--- src/rtl/spi_eng_pkg.sv ---
package spi_eng_pkg;
  localparam int SPI_WMAX = 32;
  localparam int SPI_LW   = $clog2(SPI_WMAX);

  typedef enum logic {ST_IDLE, ST_SHIFT} eng_state_t;

  typedef struct packed {
    logic pol;
    logic cpha0;
    logic msb;
    logic loopb;
    logic txoff;
    logic rxoff;
  } word_cfg_t;

  // Effective length in bits; a programmed value of 0 is treated as 2 bits.
  function automatic logic [SPI_LW:0] eff_len(input logic [SPI_LW-1:0] m1);
    return (m1 == '0) ? (SPI_LW+1)'(2) : ({1'b0, m1} + (SPI_LW+1)'(1));
  endfunction

  // Put the word in wire order (bit 0 first on the wire). The mapping is its
  // own inverse, so the same function turns wire order back into a word.
  function automatic logic [SPI_WMAX-1:0] order_word(input logic [SPI_WMAX-1:0] w,
                                                     input logic [SPI_LW:0] n,
                                                     input logic msb);
    logic [SPI_WMAX-1:0] r;
    r = '0;
    for (int i = 0; i < SPI_WMAX; i++) begin
      if (i < int'(n)) r[i] = msb ? w[int'(n) - 1 - i] : w[i];
    end
    return r;
  endfunction
endpackage

--- src/rtl/spi_clk_div.sv ---
module spi_clk_div #(
  parameter int DIV_W = 16
) (
  input  logic             clk,
  input  logic             rst_n,
  input  logic             en,
  input  logic [DIV_W-1:0] div,
  output logic             tick
);
  logic [DIV_W-1:0] cnt;

  assign tick = en && (cnt == div);

  always_ff @(posedge clk or negedge rst_n) begin
    if (!rst_n)          cnt <= '0;
    else if (!en || tick) cnt <= '0;
    else                 cnt <= cnt + DIV_W'(1);
  end

  // with a nonzero divider two ticks are never adjacent
  assert_tick_spacing_R1: assert property (@(posedge clk) disable iff (!rst_n)
    (en && tick && div != '0 && $stable(div)) |=> !tick);
endmodule

--- src/rtl/spi_rx_assembler.sv ---
module spi_rx_assembler
  import spi_eng_pkg::*;
#(
  parameter int W  = SPI_WMAX,
  parameter int LW = SPI_LW
) (
  input  logic          clk,
  input  logic          rst_n,
  input  logic          clear,
  input  logic          sample,
  input  logic          bit_in,
  input  logic          finish,
  input  logic [LW:0]   len,
  input  logic          msb,
  input  logic          take,
  output logic [W-1:0]  rx_data,
  output logic          rx_valid,
  output logic          overflow
);
  logic [W-1:0]  acc;
  logic [LW-1:0] idx;

  always_ff @(posedge clk or negedge rst_n) begin
    if (!rst_n) begin
      acc      <= '0;
      idx      <= '0;
      rx_data  <= '0;
      rx_valid <= 1'b0;
      overflow <= 1'b0;
    end else begin
      overflow <= 1'b0;
      if (rx_valid && take) rx_valid <= 1'b0;
      if (clear) begin
        acc <= '0;
        idx <= '0;
      end else if (sample) begin
        acc[idx] <= bit_in;
        idx      <= idx + LW'(1);
      end
      if (finish) begin
        rx_data  <= order_word(acc, len, msb);
        rx_valid <= 1'b1;
        overflow <= rx_valid && !take;
      end
    end
  end

  // an overflow pulse only follows a word that was still unread
  assert_ovf_had_word_R11: assert property (@(posedge clk) disable iff (!rst_n)
    overflow |-> $past(rx_valid));
  // a new received word appears only when a finish was signalled
  assert_valid_needs_finish_R8: assert property (@(posedge clk) disable iff (!rst_n)
    $rose(rx_valid) |-> $past(finish));
endmodule

--- src/rtl/spi_shift_engine.sv ---
module spi_shift_engine
  import spi_eng_pkg::*;
#(
  parameter int DIV_W = 16
) (
  input  logic                 clk,
  input  logic                 rst_n,
  input  logic [DIV_W-1:0]     cfg_div,
  input  logic [SPI_LW-1:0]    cfg_len_m1,
  input  logic                 cfg_pol,
  input  logic                 cfg_phase,
  input  logic                 cfg_idle,
  input  logic                 cfg_msb_first,
  input  logic                 cfg_loop,
  input  logic                 tx_off,
  input  logic                 rx_off,
  input  logic                 run,
  input  logic [SPI_WMAX-1:0]  tx_data,
  input  logic                 tx_valid,
  output logic                 tx_ready,
  output logic [SPI_WMAX-1:0]  rx_data,
  output logic                 rx_valid,
  input  logic                 rx_ready,
  output logic                 sclk,
  output logic                 mosi,
  input  logic                 miso,
  output logic                 busy,
  output logic                 tx_underflow,
  output logic                 rx_overflow
);
  localparam int W  = SPI_WMAX;
  localparam int LW = SPI_LW;
  localparam int HW = LW + 2;

  eng_state_t       st;
  word_cfg_t        cfg_q;
  logic [DIV_W-1:0] div_q;
  logic [LW:0]      len_q;
  logic [HW-1:0]    half_idx;
  logic [W-1:0]     tx_sr;
  logic             sclk_q, mosi_q, unf_q;

  // Named internal events
  logic          start, unf_evt, half_tick, word_done, edge_evt;
  logic          leading, sample_evt, shift_evt, rx_bit;
  logic [W-1:0]  load_word, ordered;

  assign start     = (st == ST_IDLE) && run && !(tx_off && rx_off);
  assign tx_ready  = start && !tx_off;
  assign unf_evt   = start && !tx_off && !tx_valid;
  assign load_word = (tx_off || !tx_valid) ? '0 : tx_data;
  assign ordered   = order_word(load_word, eff_len(cfg_len_m1), cfg_msb_first);

  spi_clk_div #(.DIV_W(DIV_W)) u_div (
    .clk(clk), .rst_n(rst_n), .en(st == ST_SHIFT), .div(div_q), .tick(half_tick)
  );

  assign word_done  = half_tick && (half_idx == {len_q, 1'b0});
  assign edge_evt   = half_tick && !word_done;
  assign leading    = !half_idx[0];
  assign sample_evt = edge_evt && (cfg_q.cpha0 ? leading : !leading);
  assign shift_evt  = edge_evt && (cfg_q.cpha0 ? !leading : leading);
  assign rx_bit     = cfg_q.loopb ? mosi_q : miso;

  always_ff @(posedge clk or negedge rst_n) begin
    if (!rst_n) begin
      st       <= ST_IDLE;
      cfg_q    <= '0;
      div_q    <= '0;
      len_q    <= (LW+1)'(2);
      half_idx <= '0;
      tx_sr    <= '0;
      sclk_q   <= 1'b0;
      mosi_q   <= 1'b0;
      unf_q    <= 1'b0;
    end else begin
      unf_q <= unf_evt;
      if (st == ST_IDLE) begin
        if (start) begin
          st       <= ST_SHIFT;
          cfg_q    <= '{pol: cfg_pol, cpha0: cfg_phase, msb: cfg_msb_first,
                        loopb: cfg_loop, txoff: tx_off, rxoff: rx_off};
          div_q    <= cfg_div;
          len_q    <= eff_len(cfg_len_m1);
          half_idx <= '0;
          sclk_q   <= cfg_pol;
          if (cfg_phase) begin
            mosi_q <= ordered[0];
            tx_sr  <= ordered >> 1;
          end else begin
            mosi_q <= 1'b0;
            tx_sr  <= ordered;
          end
        end
      end else if (word_done) begin
        st     <= ST_IDLE;
        mosi_q <= 1'b0;
      end else if (edge_evt) begin
        sclk_q   <= ~sclk_q;
        half_idx <= half_idx + HW'(1);
        if (shift_evt) begin
          mosi_q <= tx_sr[0];
          tx_sr  <= tx_sr >> 1;
        end
      end
    end
  end

  spi_rx_assembler #(.W(W), .LW(LW)) u_rx (
    .clk(clk), .rst_n(rst_n), .clear(start), .sample(sample_evt), .bit_in(rx_bit),
    .finish(word_done && !cfg_q.rxoff), .len(len_q), .msb(cfg_q.msb), .take(rx_ready),
    .rx_data(rx_data), .rx_valid(rx_valid), .overflow(rx_overflow)
  );

  assign busy         = (st == ST_SHIFT);
  assign sclk         = busy ? sclk_q : cfg_idle;
  assign mosi         = mosi_q;
  assign tx_underflow = unf_q;

  // the handshake only opens while no word is running
  assert_ready_only_idle_R9: assert property (@(posedge clk) disable iff (!rst_n)
    tx_ready |-> !busy);
  // the data line rests low between words
  assert_idle_mosi_R9: assert property (@(posedge clk) disable iff (!rst_n)
    !busy |-> !mosi);
  // a word run with the transmitter off keeps MOSI low
  assert_txoff_quiet_R7: assert property (@(posedge clk) disable iff (!rst_n)
    (busy && cfg_q.txoff) |-> !mosi);
  // an underflow pulse coincides with a word that has just started
  assert_unf_starts_word_R10: assert property (@(posedge clk) disable iff (!rst_n)
    tx_underflow |-> (busy && $rose(busy)));
  // the serial clock only moves on a divider tick
  assert_sclk_hold_R1: assert property (@(posedge clk) disable iff (!rst_n)
    (busy && !half_tick) |=> $stable(sclk_q));
endmodule

--- config.mk ---
export PLATFORM = sky130hd
export DESIGN_NAME = spi_shift_engine
export DESIGN_NICKNAME = d
export VERILOG_FILES = /design/src/rtl/spi_eng_pkg.sv /design/src/rtl/spi_clk_div.sv /design/src/rtl/spi_rx_assembler.sv /design/src/rtl/spi_shift_engine.sv
export SDC_FILE = /design/constraint.sdc
export NUM_CORES = 1
export LEC_CHECK = 0
export BUFFER_PORTS_ARGS = -buffer_cell sky130_fd_sc_hd__clkbuf_2
export CORE_MARGIN = 1.5
export CORE_UTILIZATION = 30
export DETAILED_ROUTE_END_ITERATION = 16
export PLACE_DENSITY_LB_ADDON = 0.25
export SLEW_MARGIN = 20
export SYNTH_ARGS = -nofsm -noshare
export SYNTH_HDL_FRONTEND = slang
export SYNTH_SLANG_ARGS = --single-unit
export TNS_END_PERCENT = 5
--- constraint.sdc ---
create_clock -name clk -period 5.25 [get_ports clk]
set_clock_uncertainty 0.1 [all_clocks]
set_input_delay 0.525 -clock clk [delete_from_list [all_inputs] [get_ports clk]]
set_output_delay 0.525 -clock clk [all_outputs]
set_load 0.02 [all_outputs]
==> impl_summary.md, run 1 <==
Status
The run finished with clean final reports.

Clock network
The clock tree from TritonCTS is built. The tree is rooted in a sky130_fd_sc_hd__clkbuf_16. Clock tree synthesis inserted a total of 17 buffers.

The clock transition at the registers of the reported paths is 0.07 ns. The tree built by TritonCTS fans out to 156 sinks. The H-tree generated during clock tree synthesis spans 4 levels.

The clock passes through at most 2 buffers. Once the clock tree was built, the resizer swapped 0 gates to a different size. The insertion delay to the later sink of the worst-skew pair is between 0.4 and 0.5 ns. The post-CTS setup buffer count is 0.

GRT
The maximum number of pins on one net before global-route repair is 66. The via count of the first global-routing pass came to 11.57k. The number of antenna violations at the first check in global routing is 0. The first global-routing pass estimated 70.66 mm of wire.

The total routing usage reported by global routing is 0.1972. The leftover overflow at the end of global routing is 0.

Synthesis
The synthesized design contains 156 register bits. The count of different cell masters after synthesis is 77. The net count after synthesis is around 1.6k. The main combinational cell family by area after synthesis is multiplexers.

The synthesized-area fraction occupied by ao, oa, aoi and oai cells is 0.1532. The number of synthesized flops with an enable pin is 0. The post-synthesis async set-or-reset flop share is 1.000.

The post-synthesis share of cell area spent on and, or, nand and nor gates is 0.1828. During synthesis, Yosys emitted a total of 0 warnings. The multiplexer share of the synthesized area is 0.2406. The most instantiated flip-flop cell in the synthesis netlist is sky130_fd_sc_hd__dfrtp_1. The mean post-synth cell area is slightly below 9 sq um. The number of cells produced by synthesis is 1,536. After synthesis the cells add up to between 10,000 and 15,000 sq um. Of the synthesized area, sequential elements account for 0.2869.

The post-synthesis share of cell area spent on full adders, half adders and majority gates is 0.02850. The xor and xnor area share after synthesis is 0.06581.

STA
The number of failing hold endpoints at the final stage is 0. Setup violations remaining at the end of the flow were counted as 0. The actual slew at the worst max-slew pin is 1.031 ns. The max-slew violation total from the final report is 0. Setup repair after global routing left no endpoint under its margin. The minimum setup slack in the final design is 0.9075 ns. The normalized max-slew margin is 0.3079.

Summed over all failing endpoints, the final setup total negative slack is 0 ns. Derived from the worst setup path, the maximum achievable clock frequency is 230.3 MHz. The portion of the clock cycle consumed by the worst path in the final layout is 0.8271. The post-route worst hold slack is 0.1311 ns. The final period demand of the worst path is 4.342 ns.

Hold path
The class of the worst hold path is in2reg.

Cells and area
The number of antenna cells inserted is 0. Leaving out fill and tap cells, the most frequent cell in the layout is sky130_fd_sc_hd__nand2_1. In the layout the commonest cells are 200 x sky130_fd_sc_hd__nand2_1, 154 x sky130_fd_sc_hd__mux2i_1, 153 x sky130_fd_sc_hd__dfrtp_1. The relative area change from synthesis to final layout is 11.99%. The layout has 4,716 filler cells. For this run, the post-layout net count is 1,664.

The fraction of final layout cells with drive strength greater than 1 is 0.1823. After the flow finishes, the layout carries non-filler instances totaling 2,172.

Setup path
The largest single stage delay on the critical path is 0.65 ns. The critical path capture point type is a flop. The nature of the critical path startpoint is a primary input. The worst endpoint required time is 5.55 ns. Traced cell by cell, the critical path runs through clkbuf_2 -> inv_1 -> ha_1 -> nor4b_2 -> or2_2 -> inv_1 -> ha_2 -> mux4_2 -> and2_1 -> nor2_1 -> mux4_2 -> a221oi_1 -> a22oi_1 -> o311ai_1 -> o21a_1. The worst-path maximum fanout is 18.

The cell family with the largest share of critical-path delay is compound AO/OA/AOI/OAI gates. Data on the critical path arrives at its endpoint at 4.64 ns. The slowest stage of the critical path belongs to the cell sky130_fd_sc_hd__ha_2. The critical path class is in2reg. Together, buffers and inverters on the worst path number 3.

Route
After detailed routing, the number of vias per cell comes to roughly 5.5. The mean routed wirelength per cell is about 21 um. The final layout contains routed wiring with a total length of 46.01 mm.

Detailed routing inserted a total of between 10k and 15k vias. The number of DRC markers after the initial detailed-route iteration is 1,049. The first detailed-routing pass took 7 iterations.

After detailed routing, the number of remaining DRC violations is 0. The remaining antenna violation count after routing is 0.

Floorplanning
For this design the top-level I/O count stands at 105. The die outline width is 216.0 um. The die extent in y is 216.0 um.

The starting utilization of the core area is 0.3058. The floorplan has 77 rows. The die area is 46,660 sq um. The core region area is 44,510 sq um.

Power and ir drop
The power density over cell area is 354.4 nW/um^2. In this run the static leakage power is 0.006493 uW. The maximum ir drop on the vdd rail is between 0.15 and 0.2 mV.

Run
The tool flagged a number of max-cap violations equal to 0.

Placed design
The HPWL after detailed placement is about 34 mm. At the end of routability-driven placement, the weighted congestion stood at 0.9608. The count of input and output buffers is around 100.

The minimum setup slack after placement is a little under 0.5 ns. After detailed placement, the design holds a cell count of 2,139.
==> sequential cells by signal, summed over array words and instances (netlist names) <==
signal	cells
len_q	6
u_div.cnt	16
div_q	16
busy	1
mosi	1
cfg_q	4
u_rx.acc	32
sclk_q	1
u_rx.idx	5
tx_sr	32
u_rx.rx_valid	1
tx_underflow	1
half_idx	7
u_rx.overflow	1
u_rx.rx_data	32
==> Yosys cell counts, types with 3 or more instances <==
cell type                   instances  area, sq um
sky130_fd_sc_hd__a211oi_1           9        67.56
sky130_fd_sc_hd__buf_1             24        90.09
sky130_fd_sc_hd__nor4_1             3        18.77
sky130_fd_sc_hd__dfrtp_1          155         3879
sky130_fd_sc_hd__o2111ai_1          3        26.28
sky130_fd_sc_hd__nand3b_1          27        202.7
sky130_fd_sc_hd__nor2_1           112        420.4
sky130_fd_sc_hd__xnor2_1           50        437.9
sky130_fd_sc_hd__xnor2_2            6        97.59
sky130_fd_sc_hd__a2111oi_0          5        43.79
sky130_fd_sc_hd__o221ai_1           8        70.07
sky130_fd_sc_hd__mux2i_1          154         1541
sky130_fd_sc_hd__nor2b_1           15        93.84
sky130_fd_sc_hd__o21a_1             5        37.54
sky130_fd_sc_hd__o21ai_0           96        480.5
sky130_fd_sc_hd__o211ai_1          14        105.1
sky130_fd_sc_hd__o21ai_1            5        25.02
sky130_fd_sc_hd__or2_2              8        50.05
sky130_fd_sc_hd__mux2_2            30        337.8
sky130_fd_sc_hd__or3_1              7        43.79
sky130_fd_sc_hd__o31ai_1           13        97.59
sky130_fd_sc_hd__nor3_1            42        210.2
sky130_fd_sc_hd__a211o_1            3        26.28
sky130_fd_sc_hd__and3_1             9        56.30
sky130_fd_sc_hd__a21o_1            11        82.58
sky130_fd_sc_hd__nand3_1           31        155.2
sky130_fd_sc_hd__nand2b_1          10        62.56
sky130_fd_sc_hd__a31oi_1           15        93.84
sky130_fd_sc_hd__xor2_1            33        289.0
sky130_fd_sc_hd__a22oi_1            5        37.54
sky130_fd_sc_hd__inv_1             23        86.33
sky130_fd_sc_hd__mux4_2            62         1396
sky130_fd_sc_hd__nand2_1          200        750.7
sky130_fd_sc_hd__and2_1            42        262.8
sky130_fd_sc_hd__buf_2              9        45.04
sky130_fd_sc_hd__o311ai_1           3        26.28
sky130_fd_sc_hd__a221oi_1           5        43.79
sky130_fd_sc_hd__a21oi_1           98        490.5
sky130_fd_sc_hd__ha_1              31        387.9
sky130_fd_sc_hd__o22ai_1           10        62.56
sky130_fd_sc_hd__a21boi_0           5        37.54
sky130_fd_sc_hd__nand4_1           13        81.33
sky130_fd_sc_hd__clkbuf_1          87        326.6
==> area by class of cell <==
type	count	area [sq um]	area share
inverter	27	103.9	0.006813
clock inverter	11	111.4	0.007305
timing repair buffer	133	747.0	0.04900
sequential	156	3908	0.2563
multi-input combinational	1232	9173	0.6017
clock buffer	21	460.4	0.03021
tap	592	740.7	0.04859
==> worst register-to-register path, cell delays in order (launching register included) <==
cell,delay (ns)
sky130_fd_sc_hd__dfstp_2,0.71
sky130_fd_sc_hd__inv_1,0.14
sky130_fd_sc_hd__ha_1,0.35
sky130_fd_sc_hd__buf_4,0.47
sky130_fd_sc_hd__ha_1,0.30
sky130_fd_sc_hd__a21boi_0,0.26
sky130_fd_sc_hd__xnor2_1,0.32
sky130_fd_sc_hd__mux2i_1,0.19
sky130_fd_sc_hd__mux2_2,0.29
sky130_fd_sc_hd__a2111oi_0,0.58
sky130_fd_sc_hd__buf_4,0.24
sky130_fd_sc_hd__a21o_1,0.09
==> through the flow <==
| step | utilization | power (uW) | instance area (sq um) |
|---|---|---|---|
| finish | 0.3425 | 5402 | 15240 |
| global route | 0.3425 | 5730 | 15240 |
| CTS | 0.3425 | 5416 | 15240 |
| detailed placement | 0.3294 | 4145 | 14660 |
| global placement | 0.3294 | 4112 | 14660 |
| floorplan | - | 3495 | 13610 |
==> where the power goes <==
part           internal [uW]  switching [uW]  leakage [uW]  total, uW
Combinational           1130            1460       0.00419       2590
Sequential              1370             204       0.00202       1580
Clock                    684             555      0.000275       1240
Total                   3180            2220       0.00649       5400
==> logic make-up (layout without fill, tap and decap cells) <==
group	count (synthesis)	after routing
AO/OA/AOI/OAI	337	337
XOR/XNOR	92	92
adder cells (fa/ha/maj)	31	31
buffers and inverters	148	192
flip-flops	156	156
multiplexers	246	246
AND/OR/NAND/NOR	526	526
==> timing repair <==
| item | 4_1_cts | 5_1_grt |
|---|---|---|
| hold buffers | 1 | 0 |
| hold endpoints to repair | 61 | 0 |
| endpoints found under the setup margin | 0 | 0 |
==> routing by layer <==
| layer | GRT usage | part of all wire |
|---|---|---|
| met5 | 0 | 0 |
| met3 | 0.02847 | 0.061 |
| met1 | 0.2647 | 0.44 |
| met2 | 0.3208 | 0.47 |
| met4 | 0.07407 | 0.033 |
==> path summary, 6_finish.rpt <==
check	from	end	slack (ns)	depth (start not counted)
min	tx_valid	tx_underflow	0.13	2
min reg2reg	u_rx.rx_data[22]	u_rx.rx_data[22]	0.38	1
max	cfg_len_m1[1]	tx_sr[27]	0.91	15
max reg2reg	len_q[1]	u_rx.rx_data[17]	1.15	11
max in group asynchronous	rst_n	u_rx.acc[5]	3.40	3
min in group asynchronous	rst_n	u_div.cnt[12]	0.51	2
Power figures use the tool's default switching activity.
==> inputs of run 2 (changes only) <==
--- a/config.mk
+++ b/config.mk
@@ -5,6 +5,7 @@
 export SDC_FILE = /design/constraint.sdc
 export NUM_CORES = 1
 export LEC_CHECK = 0
+export ABC_AREA = 1
 export BUFFER_PORTS_ARGS = -buffer_cell sky130_fd_sc_hd__clkbuf_2
 export CORE_MARGIN = 1.5
 export CORE_UTILIZATION = 30
==> constraint.sdc (replaced) <==
create_clock -name clk -period 4.2 [get_ports clk]
set_clock_uncertainty 0.1 [all_clocks]
set_input_delay 0.42 -clock clk [delete_from_list [all_inputs] [get_ports clk]]
set_output_delay 0.42 -clock clk [all_outputs]
set_load 0.02 [all_outputs]
==> impl_summary.md, run 2 <==
STA
The final setup TNS is 0 ns. The actual slew at the worst max-slew pin is 1.015 ns. The portion of the clock cycle consumed by the worst path in the final layout is 0.9263. The normalized max-slew margin is 0.3205. Setup violations remaining at the end of the flow were counted as 0. The final period demand of the worst path is 3.891 ns. The post-route worst hold slack is 0.04338 ns. The number of failing hold endpoints at the final stage is 0. Setup repair after global routing left no endpoint under its margin. For this run, the top clock speed supported by timing is roughly 260 MHz. The max-slew violation total from the final report was 0.

Cells and area
0 antenna diodes ended up in the layout. Relative to the synthesized area, the layout overhead comes to 11.41%. The largest registers in the layout are tx_sr: 32 flops, u_rx.acc: 32 flops, u_rx.rx_data: 32 flops. Of the cells placed in the final design, the portion with a size suffix greater than 1 is 0.08702. The most frequent standard cell in the layout excluding fill and tap cells is sky130_fd_sc_hd__nand2_1. The layout net count is 2,635. Counting the fill cells in the layout gives 5,336. In the layout the commonest cells are 878 x sky130_fd_sc_hd__nand2_1, 391 x sky130_fd_sc_hd__nand3_1, 209 x sky130_fd_sc_hd__inv_1.

GRT
The first global-routing pass estimated around 88 mm of wire. The leftover overflow at the end of global routing is 0. For met3 alone, demand over resource in global routing was 0.02417. The number of antenna violations at the first check in global routing is 0. The maximum number of pins on one net before global-route repair is 94. In the global route stage, overall resource usage came out at 0.2251.

The global routing's busiest layer is met2. The met2 routing resource usage after global routing is 0.3782. The via count of the first global-routing pass is 15.38k. For met1 alone, demand over resource in global routing was 0.2933.

Route
The count of nets left with antenna violations once routing finished came out at 0. The mean routed wirelength per cell is 18.05 um. The sum of routed wire length over all layers is 57.13 mm.

The number of DRC markers after the initial detailed-route iteration is 1,721. The first-pass iteration count of the detailed router is 6. For this run, design rule violations remaining after detail routing come to 0. The per-cell via count in the routed design is 5.280. The routed layout has 16.72k vias.

Clock network
The clock tree from TritonCTS is built. Gates resized during post-CTS repair numbered 0. The total clock buffers created by CTS is 17.

The clock net in this run drives a total of around 160 sinks. Clock-pin slew was measured on the worst setup and hold paths at 0.07 ns. The root buffer cell chosen for the clock tree is sky130_fd_sc_hd__clkbuf_16.

Counting along the longest clock path gives a buffer depth of 2. The clock tree synthesis step divided the H-tree into 4 levels. The insertion delay to the later sink of the worst-skew pair is ~0.45 ns.

Setup path
The critical path is of the reg2reg type. In this design, the stage delay of the slowest critical-path cell is about 0.65 ns. The nature of the critical path startpoint is a flop. Setup slack on the worst reg-to-reg path comes out at between 0.3 and 0.4 ns. The worst register-to-register path begins at len_q[1].

The worst-path maximum fanout is 13. Traced cell by cell, the critical path runs through inv_1 -> ha_1 -> clkinv_1 -> buf_4 -> o21ai_0 -> nand2_1 -> o21ai_0 -> nand2_1 -> o21ai_0 -> nand2_1 -> nand3_1 -> o21ai_0 -> o21ai_0 -> o21ai_0. The endpoint arrival time on the critical path is about 4.1 ns.

The critical path startpoint is len_q[1]. The most frequent cell on the critical path is sky130_fd_sc_hd__o21ai_0. The critical path capture point type is a flop. The worst endpoint required time is 4.40 ns. The largest individual stage delay along the critical path comes from the cell sky130_fd_sc_hd__ha_1.

Hold path
The class of the worst hold path is in2reg. The worst hold path begins at rx_ready.

Power and ir drop
The internal power consumption is 4997 uW. The switching portion of total power is 0.5465. The total leakage power is 0.008291 uW. The combinational power share is 0.656. Of the total power, registers draw 0.199.

In this run the power density over the cells is 672.4 nW/um^2. Of the total power, the clock network draws 0.145. The maximum ir drop on the vdd rail is 0.4065 mV. The total net switching power is 6022 uW.

Floorplanning
The floorplan step defined a core boundary enclosing 48,050 sq um. The die covers 50,370 sq um. The starting utilization of the core area is 0.3062. Pin placement for this block handled about 110 I/O pins. The die extent in y is 224.4 um. The die is 224.4 um wide. The site row count is 80.

Synthesis
The number of cells produced by synthesis is 2,498. The number of synthesized flops with an enable pin is 0. The biggest area contributor in the post-synthesis netlist is sky130_fd_sc_hd__dfrtp_1. For this run, the number of Yosys warnings is 0. The cell area that synthesis handed to floorplanning was 14,710 sq um. In this run, distinct cell masters in the synthesized netlist total 46. By area the synthesized netlist is led by sky130_fd_sc_hd__dfrtp_1 26%, sky130_fd_sc_hd__nand2_1 22%, sky130_fd_sc_hd__nand3_1 13%. Synthesis inferred 156 register bits. Of the synthesized area, sequential elements account for 0.2655.

The mean post-synth cell area is 5.889 sq um. By count the netlist is led by 879 x sky130_fd_sc_hd__nand2_1, 392 x sky130_fd_sc_hd__nand3_1, 210 x sky130_fd_sc_hd__inv_1, 181 x sky130_fd_sc_hd__nor2_1, 172 x sky130_fd_sc_hd__o21ai_0. Among all cell types in the netlist, the one instantiated most often is sky130_fd_sc_hd__nand2_1.

Among all flip-flop cells after synthesis, the most frequent one is sky130_fd_sc_hd__dfrtp_1. The post-synthesis async set-or-reset flop share is 1.000. The net count after synthesis is 2,595. The share of synthesized area in the top cell type comes to 0.2637.

Placed design
The HPWL after detailed placement is ~44 mm. In this run the tool buffered the top-level ports with 104 buffer cells. The last weighted congestion value of the routability-driven placer is 0.9983.

Status
The flow ran to the end, and the final reports show no timing, DRC or antenna violations.

Run
The total of max-cap violations is 0.
[run 2: changes by cell type after synthesis, sizes merged, moves of 62 or more]
cell	previous run	this run
nor2	112	187
nand3	31	393
mux2i	154	14
inv	26	220
nand2	200	885
o21ai	101	177
mux4	62	0
[run 2: path summary, 6_finish.rpt]
check,to,cells past startpoint
max in group asynchronous,u_rx.idx[1],3
worst min register to register,u_rx.rx_data[30],2
worst max register to register,u_rx.rx_data[0],14
worst max-delay path,u_rx.rx_data[0],14
worst min-delay path,u_rx.overflow,2
min in group asynchronous,u_rx.rx_data[23],2
[run 2: final cells by class]
type                            instances  area [sq um]  share of cell area
Clock buffer                           18         429.2             0.02619
Clock inverter                         14         172.7             0.01054
Inverter                              222         833.3             0.05085
Multi-Input combinational cell       1995          9419              0.5747
Sequential cell                       156          3908              0.2384
Tap cell                              615         769.5             0.04695
Timing Repair Buffer                  146         857.1             0.05230
[run 2: layer usage]
metal  vias to the layer above  share of wire
li1                       8216              -
met1                      7737           0.43
met2                       649           0.47
met3                       116          0.057
met4                         0          0.042
met5                         -              0
[run 2: repair_timing]
action / 4_1_cts / 5_1_grt
hold buffers: 1 / 0
endpoints found under the hold margin: 9 / 0
buffers inserted: 0 / 0
[run 2: through the flow]
stage / instance area, sq um / worst slack, ns / util / cells / total power, uW
finish: 16390 / 0.3094 / 0.3411 / 3166 / 11020
global placement: 15770 / 0.4187 / 0.3281 / 3133 / 9184
detailed placement: 15770 / 0.3436 / 0.3281 / 3133 / 9260
global route: 16390 / 0.05278 / 0.3411 / 3166 / 11960
floorplan: 14710 / 0.5744 / - / 2498 / 7388
CTS: 16380 / 0.3253 / 0.3409 / 3166 / 10920
[run 2: logic make-up after synthesis]
family	count (synthesis)	synth area share
simple gates	1523	0.4347
flops	156	0.2655
fa+ha+maj	31	0.02637
xor+xnor	45	0.02730
mux	16	0.01106
buf+inv	347	0.09552
compound gates	380	0.1396
[run 2: worst max-delay path: cells and delay by family (launching register included)]
family,cells,cell delay (ns)
AOI/OAI and AO/OA,6,1.14
adders and majority gates,1,0.65
buffers and inverters,3,0.91
DFF,1,0.59
and+or+nand+nor,4,0.37
[run 2: power by group through the flow]
stage          clock, uW  combinational, uW  sequential (uW)
2_1_floorplan          0               5340             2040
3_3_place_gp           0               6980             2200
3_5_place_dp           0               7050             2210
4_1_cts             1640               7090             2190
5_1_grt             1690               8040             2240
6_report            1600               7230             2190
==> inputs of run 3 (changes only) <==
--- a/config.mk
+++ b/config.mk
@@ -6,7 +6,7 @@
 export NUM_CORES = 1
 export LEC_CHECK = 0
 export ABC_AREA = 1
-export BUFFER_PORTS_ARGS = -buffer_cell sky130_fd_sc_hd__clkbuf_2
+export BUFFER_PORTS_ARGS = -buffer_cell sky130_fd_sc_hd__buf_2
 export CORE_MARGIN = 1.5
 export CORE_UTILIZATION = 30
 export DETAILED_ROUTE_END_ITERATION = 16
==> impl_summary.md, run 3 (same netlist as run 2, synthesis figures left out) <==
Status
The flow ran to the end, and the final reports show no timing, DRC or antenna violations.

Clock network
The post-CTS setup buffer count is 0. The root buffer cell is sky130_fd_sc_hd__clkbuf_16. The total clock buffers created by CTS is 17.

After clock tree synthesis, the clock-pin slew on the worst setup and hold paths is 0.07 ns. The clock reaches the later pin of the worst-skew pair after 0.47 ns. The clock sink count is 156.

The maximum clock insertion buffer count is 2. The clock tree from TritonCTS is built. The H-tree was split into 4 levels.

Cells and area
The number of antenna cells inserted is 0. In the final layout, the registers with the most flip-flops are tx_sr: 32 flops, u_rx.acc: 32 flops, u_rx.rx_data: 32 flops. The relative area change from synthesis to final layout is 11.75%. The final layout contains 2,638 nets. The storage element area is 3908 sq um.

At the end of the flow the core is filled with cells to 0.3422. The combined area of the multi-input logic cells is 9419 sq um. The top cell types in the final layout, fill and taps aside, are 878 x sky130_fd_sc_hd__nand2_1, 391 x sky130_fd_sc_hd__nand3_1, 209 x sky130_fd_sc_hd__inv_1. The post-layout instance area is 16,440 sq um. The fraction of final layout cells with drive strength greater than 1 is 0.08849. The most frequent standard cell in the layout excluding fill and tap cells is sky130_fd_sc_hd__nand2_1.

The fill cell instance count of the final layout is around 5.3k.

Route
For this block, the routed nets add up to 57.40 mm of wire. The vias after detailed routing is around 17k. The remaining antenna violation count after routing is 0. The number of DRC markers after the initial detailed-route iteration is 1,524. The per-cell via count in the routed design is 5.251. For this run, the detailed router's first-pass iteration total came to 6.

The mean routed wirelength per cell is ~18 um. The DRC violation count after routing is 0.

Setup path
The critical path in this run is classified as reg2reg. The endpoint arrival time on the critical path is 4.02 ns. The critical path goes through inv_1 -> ha_1 -> inv_1 -> nand2_1 -> nand2_2 -> buf_4 -> ha_1 -> inv_1 -> a21oi_1 -> xor2_1 -> o21ai_0 -> nand2_1 -> nand3_1 -> o21ai_0 -> o2111ai_1 -> nand2_1.

For this run, the slowest stage of the critical path takes 0.63 ns. For this design, the slowest cell found on the critical path is sky130_fd_sc_hd__dfstp_2. The cell family with the largest share of critical-path delay is compound AO/OA/AOI/OAI gates. The critical path capture point type is a flop. The number of buffers and inverters on the critical path is 4. STA puts the critical path data required time at 4.50 ns. The worst-path maximum fanout is 17.

The nature of the critical path startpoint is a flop.

STA
The final setup TNS is 0 ns. The max-slew violation total from the final report was 0. The actual slew at the worst max-slew pin is 0.8263 ns. The number of failing hold endpoints at the final stage is 0. Setup repair after global routing left no endpoint under its margin. The final period demand of the worst path is 3.724 ns. The portion of the clock cycle consumed by the worst path in the final layout is 0.8866. The maximum achievable frequency is 268.5 MHz. Measured against its own limit, the worst slew margin works out to 0.4441. The minimum setup slack in the final design is 0.4763 ns.

Setup violations remaining at the end of the flow were counted as 0.

Placed design
Prior to clock tree synthesis, the placed netlist has a worst setup slack of 0.2777 ns. The last weighted congestion value of the routability-driven placer is between 0.9 and 1. Port buffering added ~100 buffers. The instance area after placement is 15,800 sq um.

The HPWL after detailed placement is 44.27 mm.

Floorplanning
The starting utilization of the core area is 0.3062. The floorplan step defined a die boundary enclosing 50,370 sq um. The floorplan step set the die width to 224.4 um. The die is 224.4 um tall. The site row count is 80.

105 I/O pins were placed. The core region area is 48,050 sq um.

Power and ir drop
The internal power consumption is 4969 uW. The combinational power share is 0.657. IR analysis of the VDD net gives a maximum drop of approximately 0.33 mV. The total leakage power is 0.008335 uW.

Of the total power, the share spent switching nets is 0.5514. The share of total power dissipated in sequential elements is 0.196. The analysis attributes to net switching a power of 6107 uW. Dividing total power by cell area gives a power density of 673.8 nW/um^2. The post-layout total power is between 10,000 and 15,000 uW.

Of the total power, the clock network draws 0.146.

Hold path
In this run the worst hold path is classified as in2reg.

GRT
After global routing the overflow that remains totals 0. The maximum number of pins on one net before global-route repair is a little under 70. The number of antenna violations at the first check in global routing is 0. The via count of the first global-routing pass is around 16k. The first global-routing pass estimated approximately 90 mm of wire. The total routing usage reported by global routing is 0.2298.

Run
The total of max-cap violations is 0.
-- run 3: cell types whose count changed in the layout (fill, tap and decap cells not counted), sizes merged --
cell,delta
inv,-1
buf,+106
clkbuf,-104
bufinv,-1
clkinv,+3
-- run 3: layer usage --
metal | routed length, um | vias up | global-route usage
li1 | - | 8216 | -
met1 | 25150 | 7806 | 0.2958
met2 | 27300 | 513 | 0.3891
met3 | 2535 | 105 | 0.02142
met4 | 2413 | 0 | 0.1046
met5 | 0 | - | 0
-- run 3: cell type report --
cell class | instances | area share
multi-input cells | 1995 | 0.5730
well taps | 615 | 0.04681
clock inverters | 15 | 0.01172
repair buffers | 149 | 0.05427
inverters | 222 | 0.05069
clock buffers | 17 | 0.02588
flip-flops and latches | 156 | 0.2377
-- run 3: path summary, 6_finish.rpt --
path | slack, ns | depth (start not counted) | end | start
max | 0.48 | 16 | u_rx.rx_data[25] | len_q[1]
min | 0.03 | 2 | u_rx.overflow | rx_ready
max reg2reg | 0.48 | 16 | u_rx.rx_data[25] | len_q[1]
min reg2reg | 0.37 | 2 | u_rx.rx_data[7] | u_rx.rx_data[7]
max in group asynchronous | 2.57 | 3 | u_rx.acc[17] | rst_n
min in group asynchronous | 0.45 | 2 | u_rx.rx_data[12] | rst_n
-- run 3: timing repair --
action,CTS,global route
hold buffers,1,0
hold endpoints to repair,65,0
resized for setup,0,0
-- run 3: power groups by stage --
stage,clock network (uW),logic (uW),registers (uW)
after CTS,1650,7170,2180
final,1620,7280,2180
after detailed placement,0,7140,2200
after global routing,1720,8210,2220
after global placement,0,7040,2200
after floorplan,0,5340,2040
-- run 3: stage by stage --
stage          hold slack (ns)  instances
4_1_cts               0.009804       3169
3_3_place_gp            0.3599       3136
3_5_place_dp            0.3612       3136
2_1_floorplan          0.02441       2498
5_1_grt                0.03229       3169
6_report               0.02812       3169
